==> src/rtl/rsp_chk_pkg.sv <==
// Shared types for the read-response checker.
// Assumes: the status byte values are fixed by the command/response agreement.
package rsp_chk_pkg;

    typedef enum logic [7:0] {
        ST_STOPPED  = 8'h00,
        ST_SENDING  = 8'h01,
        ST_COMPLETE = 8'h02,
        ST_BAD_CMD  = 8'h80,
        ST_TIMEOUT  = 8'h83
    } rsp_status_e;

    typedef enum logic [1:0] {
        PH_IDLE = 2'd0,
        PH_WAIT = 2'd1,
        PH_RECV = 2'd2
    } rsp_phase_e;

endpackage

==> src/rtl/rsp_crc_engine.sv <==
// Bit-serial CRC register, MSB first, initial value zero.
// Assumes: `init` and `feed` are never high in the same cycle. `init` both
// clears the register and absorbs the bit presented in that cycle.
module rsp_crc_engine #(
    parameter int          CRC_W = 4,
    parameter logic [CRC_W-1:0] POLY  = 4'h7
) (
    input  logic             clk,
    input  logic             rst_n,
    input  logic             init,
    input  logic             feed,
    input  logic             bit_in,
    output logic [CRC_W-1:0] crc_q,
    output logic [CRC_W-1:0] crc_nxt
);

    function automatic logic [CRC_W-1:0] step(input logic [CRC_W-1:0] c, input logic b);
        logic fb;
        fb = c[CRC_W-1] ^ b;
        return {c[CRC_W-2:0], 1'b0} ^ ({CRC_W{fb}} & POLY);
    endfunction

    // Next value when the current bit is absorbed into the running register.
    always_comb crc_nxt = step(crc_q, bit_in);

    // Register update: restart from zero, or absorb one bit.
    always_ff @(posedge clk) begin
        if (!rst_n)
            crc_q <= '0;
        else if (init)
            crc_q <= step('0, bit_in);
        else if (feed)
            crc_q <= crc_nxt;
    end

endmodule

==> src/rtl/rsp_shift_capture.sv <==
// Capture shift register for the frame body that follows the start bit.
// Holds FRAME_W-1 bits; the final bit is supplied alongside by the caller.
// Assumes: `clear` takes priority over `shift`.
module rsp_shift_capture #(
    parameter int FRAME_W = 38,
    localparam int CNT_W  = $clog2(FRAME_W + 1)
) (
    input  logic               clk,
    input  logic               rst_n,
    input  logic               clear,
    input  logic               shift,
    input  logic               bit_in,
    output logic [FRAME_W-2:0] frame_q,
    output logic [CNT_W-1:0]   cnt_q,
    output logic               last
);

    // Final body bit is being taken in this cycle.
    always_comb last = shift && (cnt_q == CNT_W'(FRAME_W - 1));

    // Shift bits in at the bottom and count them.
    always_ff @(posedge clk) begin
        if (!rst_n || clear) begin
            frame_q <= '0;
            cnt_q   <= '0;
        end else if (shift) begin
            frame_q <= {frame_q[FRAME_W-3:0], bit_in};
            cnt_q   <= cnt_q + CNT_W'(1);
        end
    end

endmodule

==> src/rtl/rsp_wait_timer.sv <==
// Counts wait cycles and flags the cycle in which the limit is reached.
// Assumes: limit >= 1; `clear` takes priority over `run`.
module rsp_wait_timer #(
    parameter int TMO_W = 16
) (
    input  logic             clk,
    input  logic             rst_n,
    input  logic             clear,
    input  logic             run,
    input  logic [TMO_W-1:0] limit,
    output logic             expire
);

    logic [TMO_W-1:0] cnt_q;

    // Expiry: this is wait cycle number `limit` and it is still empty.
    always_comb expire = run && (cnt_q == limit - TMO_W'(1));

    // Cycle counter for the wait phase.
    always_ff @(posedge clk) begin
        if (!rst_n || clear)
            cnt_q <= '0;
        else if (run)
            cnt_q <= cnt_q + TMO_W'(1);
    end

endmodule

==> src/rtl/rsp_frame_check.sv <==
// Read-response checker: waits for a start bit, captures tag, data and code,
// checks the code, and reports status plus last-address record updates.
// Assumes: bits arrive already timing-recovered, one per bit_valid cycle.
module rsp_frame_check
    import rsp_chk_pkg::*;
#(
    parameter int ADDR_W = 21,
    parameter int ID_W   = 2,
    parameter int TAG_W  = 2,
    parameter int DATA_W = 32,
    parameter int CRC_W  = 4,
    parameter int TMO_W  = 16
) (
    input  logic                   clk,
    input  logic                   rst_n,
    input  logic                   start,
    input  logic [ID_W-1:0]        cmd_id,
    input  logic [ADDR_W-1:0]      cmd_addr,
    input  logic [TMO_W-1:0]       tmo_limit,
    input  logic                   bit_valid,
    input  logic                   bit_in,
    output logic                   done,
    output logic [7:0]             status,
    output logic [DATA_W-1:0]      rd_data,
    output logic [TAG_W-1:0]       rx_tag,
    output logic [CRC_W-1:0]       rx_crc,
    output logic                   crc_err,
    output logic                   tag_err,
    output logic                   la_update,
    output logic                   la_inval,
    output logic [ID_W+ADDR_W-1:0] la_addr
);

    localparam int FRAME_W = TAG_W + DATA_W + CRC_W;
    localparam int CNT_W   = $clog2(FRAME_W + 1);

    rsp_phase_e  phase_q;
    rsp_status_e status_q;

    logic               start_bit;
    logic               body_bit;
    logic               crc_init, crc_feed;
    logic [CRC_W-1:0]   crc_q, crc_nxt;
    logic [FRAME_W-2:0] frame_q;
    logic [CNT_W-1:0]   cnt_q;
    logic               last;
    logic               expire;
    logic [FRAME_W-1:0] full_frame;
    logic [ID_W+ADDR_W-1:0] rec_addr;

    // Qualified line events for this cycle.
    always_comb begin
        start_bit = bit_valid && bit_in && (phase_q == PH_WAIT) && !start;
        body_bit  = bit_valid && (phase_q == PH_RECV) && !start;
        crc_init  = start_bit;
        crc_feed  = body_bit && (cnt_q >= CNT_W'(TAG_W));
    end

    // Whole frame including the bit sampled in this cycle.
    always_comb full_frame = {frame_q, bit_in};

    // Record value for the encoder: ID on top, word-aligned address below.
    always_comb rec_addr = {cmd_id, cmd_addr & ~ADDR_W'(3)};

    rsp_crc_engine #(.CRC_W(CRC_W), .POLY(CRC_W'(7))) u_crc (
        .clk     (clk),
        .rst_n   (rst_n),
        .init    (crc_init),
        .feed    (crc_feed),
        .bit_in  (bit_in),
        .crc_q   (crc_q),
        .crc_nxt (crc_nxt)
    );

    rsp_shift_capture #(.FRAME_W(FRAME_W)) u_cap (
        .clk     (clk),
        .rst_n   (rst_n),
        .clear   (start),
        .shift   (body_bit),
        .bit_in  (bit_in),
        .frame_q (frame_q),
        .cnt_q   (cnt_q),
        .last    (last)
    );

    rsp_wait_timer #(.TMO_W(TMO_W)) u_tmr (
        .clk    (clk),
        .rst_n  (rst_n),
        .clear  (start),
        .run    ((phase_q == PH_WAIT) && !start && !start_bit),
        .limit  (tmo_limit),
        .expire (expire)
    );

    // Command sequencing and result registers.
    always_ff @(posedge clk) begin
        if (!rst_n) begin
            phase_q   <= PH_IDLE;
            status_q  <= ST_STOPPED;
            done      <= 1'b0;
            rd_data   <= '0;
            rx_tag    <= '0;
            rx_crc    <= '0;
            crc_err   <= 1'b0;
            tag_err   <= 1'b0;
            la_update <= 1'b0;
            la_inval  <= 1'b0;
            la_addr   <= '0;
        end else begin
            done      <= 1'b0;
            la_update <= 1'b0;
            la_inval  <= 1'b0;
            case (phase_q)
                PH_IDLE: begin
                    if (start) begin
                        phase_q  <= PH_WAIT;
                        status_q <= ST_SENDING;
                        rd_data  <= '0;
                        rx_tag   <= '0;
                        rx_crc   <= '0;
                        crc_err  <= 1'b0;
                        tag_err  <= 1'b0;
                        la_addr  <= rec_addr;
                    end
                end
                PH_WAIT: begin
                    if (start) begin
                        phase_q  <= PH_IDLE;
                        status_q <= ST_BAD_CMD;
                        done     <= 1'b1;
                        la_inval <= 1'b1;
                    end else if (start_bit) begin
                        phase_q <= PH_RECV;
                    end else if (expire) begin
                        phase_q  <= PH_IDLE;
                        status_q <= ST_TIMEOUT;
                        done     <= 1'b1;
                        la_inval <= 1'b1;
                    end
                end
                PH_RECV: begin
                    if (start) begin
                        phase_q  <= PH_IDLE;
                        status_q <= ST_BAD_CMD;
                        done     <= 1'b1;
                        la_inval <= 1'b1;
                    end else if (last) begin
                        phase_q   <= PH_IDLE;
                        status_q  <= ST_COMPLETE;
                        done      <= 1'b1;
                        rx_tag    <= full_frame[FRAME_W-1 -: TAG_W];
                        rd_data   <= full_frame[CRC_W +: DATA_W];
                        rx_crc    <= full_frame[CRC_W-1:0];
                        crc_err   <= (crc_nxt != '0);
                        tag_err   <= (full_frame[FRAME_W-1 -: TAG_W] != '0);
                        la_update <= (crc_nxt == '0) && (full_frame[FRAME_W-1 -: TAG_W] == '0);
                        la_inval  <= (crc_nxt != '0) || (full_frame[FRAME_W-1 -: TAG_W] != '0);
                    end
                end
                default: phase_q <= PH_IDLE;
            endcase
        end
    end

    always_comb status = status_q;

endmodule

==> config.mk <==
export PLATFORM = sky130hd
export DESIGN_NAME = rsp_frame_check
export DESIGN_NICKNAME = d
export VERILOG_FILES = /design/src/rtl/rsp_chk_pkg.sv /design/src/rtl/rsp_crc_engine.sv /design/src/rtl/rsp_shift_capture.sv /design/src/rtl/rsp_wait_timer.sv /design/src/rtl/rsp_frame_check.sv
export SDC_FILE = /design/constraint.sdc
export NUM_CORES = 1
export LEC_CHECK = 0
export BUFFER_PORTS_ARGS = -buffer_cell sky130_fd_sc_hd__buf_2
export CORE_MARGIN = 2
export CORE_UTILIZATION = 35
export DETAILED_ROUTE_END_ITERATION = 12
export SYNTH_ARGS = -nofsm -noshare
export SYNTH_HDL_FRONTEND = slang
export SYNTH_SLANG_ARGS = --single-unit
==> constraint.sdc <==
create_clock -name clk -period 2.95 [get_ports clk]
set_input_delay 0.59 -clock clk [delete_from_list [all_inputs] [get_ports clk]]
set_output_delay 0.59 -clock clk [all_outputs]
set_load 0.01 [all_outputs]
==> key figures <==
Outcome
  • Status: completed

Cells and area
  • Total Nets Final: between 800 and 900
  • P&R area growth vs syn: 21.75%
  • Area occupied by multi-input gates: ~2900 um^2
  • Post-Layout Inst Area: about 7000 um^2
  • Register area: roughly 2600 um^2
  • Non-Filler Instances: 997
  • Ant. Diodes: 0
  • Share of cells above drive strength 1: roughly 20%
  • Fillers: 1641
  • Final core utilization: a little over two fifths

STA
  • RSZ-0062 raised after global routing: false
  • Period minus WS final: approximately 2.4 ns
  • Worst Tran Pin Value: around 0.8 ns
  • Final slew viol count: 0
  • Layout Skew: 0.007817 ns
  • Fmax: approximately 420 MHz
  • Setup TNS: 0 ns
  • Worst slew margin: 46.56%
  • Fin crit share: 80.23%
  • # setup viols final: 0
  • Final WS setup: approximately 0.58 ns
  • Hold Violations, Final: 0
  • Hold WS: approximately 0.42 ns

Place
  • Placed cells: 965
  • Port Buffers: ~110
  • Area after DPL: roughly 6400 um^2
  • Post-DP HPWL: 8.586 mm
  • Gpl congestion: 0.7950
  • Placement Setup Slack: roughly 0.16 ns

CTS
  • Clk_lat worst skew: between 0.4 and 0.5 ns
  • Max clock buf depth: 2
  • CTS Root Cell: clkbuf_16
  • CTS tree: yes
  • Cts repair resizes: 0
  • Clock Sinks: ~130
  • Num CTS Buffers: 17
  • Postcts setup bufs: 0
  • Number of hold buffers added after CTS: 0
  • Clk slew on worst S/H paths: ~0.060 ns
  • H-tree levels: 4

Worst setup path
  • Worst EP required: ~3.3 ns
  • Crit-path slowest cell: or4b_4
  • Crit path launch type: input port
  • Kind of critical path: in2reg
  • Crit path DAT: ~2.7 ns
  • CP Cell Sequence: buf_2 > inv_1 > ha_1 > or4b_4 > or4b_1 > a21o_1 > nand3_2 > and4_1 > a21boi_2 > mux2i_1
  • Critical path peak fanout: 6
  • Crit end category: flip-flop
  • Slowest stage delay, CP: 0.52 ns

Die
  • CORE AREA: 15940 um^2
  • Io pins: roughly 120
  • Initial Util: roughly 36%
  • Die span in y: ~130 um
  • Full die area: between 15000 and 20000 um^2
  • Die Span X: 132 um
  • Row cnt: 46

Route
  • WL final: ~13 mm
  • DR vias: between 4000 and 5000
  • Vias per cell: slightly below 5
  • First-iteration detailed-routing DRC count: 270
  • Drc violations: 0
  • Post-route ant nets: 0
  • Pre-Repair DR Iteration Count: 4
  • WL/cell: 13.15 um

Synthesis
  • Synth cell types: 52
  • Mean Syn Cell Area: 8.470 um^2
  • Ys async rst share: 0%
  • Synth top area share: 46.08%
  • Post-synth top area cell: dfxtp_1
  • Largest cells by area after synthesis: dfxtp_1, nand2_1, a22oi_1, nor2b_1, a21oi_1
  • Mapped Cells: ~680
  • Synth Flop Type: dfxtp_1
  • Ys Warns: 0
  • Seq/Total Area, Yosys: between 40 and 50%
  • Mapped Area: 5734 um^2
  • EDFF count, synth: 0
  • Synthesis-stage register bit count: 132

Power
  • Cell-internal power: ~3 mW
  • Switch share: between 20% and 30%
  • Psw: roughly 1 mW
  • Clock power frac: between 40% and 50%
  • Sequential Power Share: about 46%
  • Peak VDD IR: roughly 330 uV
  • Combinational cell fraction of total power: 6.7%
  • Leak: ~2.6 nW
  • Cell Pwr Density: approximately 570 nW/um^2
  • Overall power: roughly 4 mW

Global route
  • Vias in the first global route: 4546
  • Initial antenna violation count: 0
  • Total track usage: between 10% and 20%
  • Largest net degree at the start of global routing: between 60 and 70
  • Total gr overflow: 0
  • First-pass GRT wire length: between 20 and 25 mm

Hold path
  • Hold/Removal Path Class: in2reg

Job
  • Max cap viols: 0
## cell usage after synthesis, types with 2 or more instances
cell	instances
a31oi_1	2
buf_4	7
or3_1	3
nor2b_1	43
nor3b_1	5
nor2_1	35
nor4_1	6
a21oi_1	52
and2_1	3
inv_1	14
a22oi_1	39
and3b_1	2
or4_1	2
nand3_1	12
a21boi_0	24
nand2b_1	2
nand2_1	141
xor2_1	20
or2_2	2
nor3_1	7
a211oi_1	3
xnor2_1	18
clkbuf_1	40
and3_1	3
ha_1	10
buf_2	4
nand4_1	8
o2111ai_1	2
dfxtp_1	132
mux2i_1	6
o21ai_0	9
## critical path, delay by kind of cell
| family | cells | cell delay [ns] |
|---|---|---|
| compound gates | 2 | 0.26 |
| simple gates | 4 | 1.32 |
| buf+inv | 2 | 0.19 |
| mux | 1 | 0.13 |
| fa+ha+maj | 1 | 0.18 |
## final timing paths
kind	from	end	slack, ns	cells past startpoint
max reg2reg	phase_q[1]$_SDFFE_PN0P_	u_tmr.cnt_q[15]$_SDFFE_PP0P_	0.67	9
min	cmd_addr[20]	la_addr[20]$_SDFFE_PN0P_	0.42	3
max	tmo_limit[0]	status[7]$_SDFFE_PN0P_	0.58	10
min reg2reg	status[0]$_SDFFE_PN0P_	status[0]$_SDFFE_PN0P_	0.44	2
## kinds of logic (layout without fill, tap and decap cells)
kind of cell	after synthesis	count (layout)	share of synthesized area, %
other	1	7	0.06540
AND/OR/NAND/NOR	284	284	23.78
AO/OA/AOI/OAI	139	139	15.64
flip-flops	132	132	46.08
multiplexers	7	7	1.244
XOR/XNOR	39	39	6.197
buffers and inverters	65	163	4.800
adder cells (fa/ha/maj)	10	10	2.182
## state kept, by name (all words and copies together), names as in the netlist
signal,flops
rd_data,32
phase_q,2
la_addr,21
u_cap.frame_q,37
rx_crc,4
u_cap.cnt_q,6
done,1
tag_err,1
rx_tag,2
status,3
u_crc.crc_q,4
la_update,1
u_tmr.cnt_q,16
crc_err,1
la_inval,1
## cell type report
class,count,share of cell area (%)
clock buffer,18,6.147
clock inverter,14,1.523
inverter,14,0.7527
multi-input combinational,486,40.97
sequential,132,37.85
tap,216,3.871
timing repair buffer,117,8.889
## cells in the final DEF, fill, tap and decap left out, types with 3 or more instances in the layout
master	Yosys	layout
clkbuf_16	0	17
and3_1	3	3
a211oi_1	3	3
nor3b_1	5	5
buf_2	4	108
nor3_1	7	7
clkinv_2	0	3
mux2i_1	6	6
nor2b_1	43	43
buf_4	7	8
ha_1	10	10
nor4_1	6	6
conb_1	1	7
xor2_1	20	20
a22oi_1	39	39
inv_6	0	4
o21ai_0	9	9
nand3_1	12	12
dfxtp_1	132	132
nand4_1	8	8
inv_1	14	14
and2_1	3	3
nand2_1	141	140
a21boi_0	24	24
a21oi_1	52	52
clkinvlp_4	0	4
nor2_1	35	34
or3_1	3	3
xnor2_1	18	18
clkinv_4	0	3
## power groups by stage
stage	clock network [mW]	registers [mW]	logic, mW
CTS	1.96	1.82	0.272
global route	2.04	1.82	0.300
global placement	0	1.86	0.270
floorplan	0	1.87	0.159
finish	1.90	1.82	0.268
detailed placement	0	1.86	0.271
## routing by layer
metal / wire length (um) / GRT usage (%)
met1: 6312 / 19.31
met4: 252 / 6.280
met2: 5910 / 24.80
met5: 0 / 0
met3: 635 / 4.537
(Power assumes the default switching activity.)
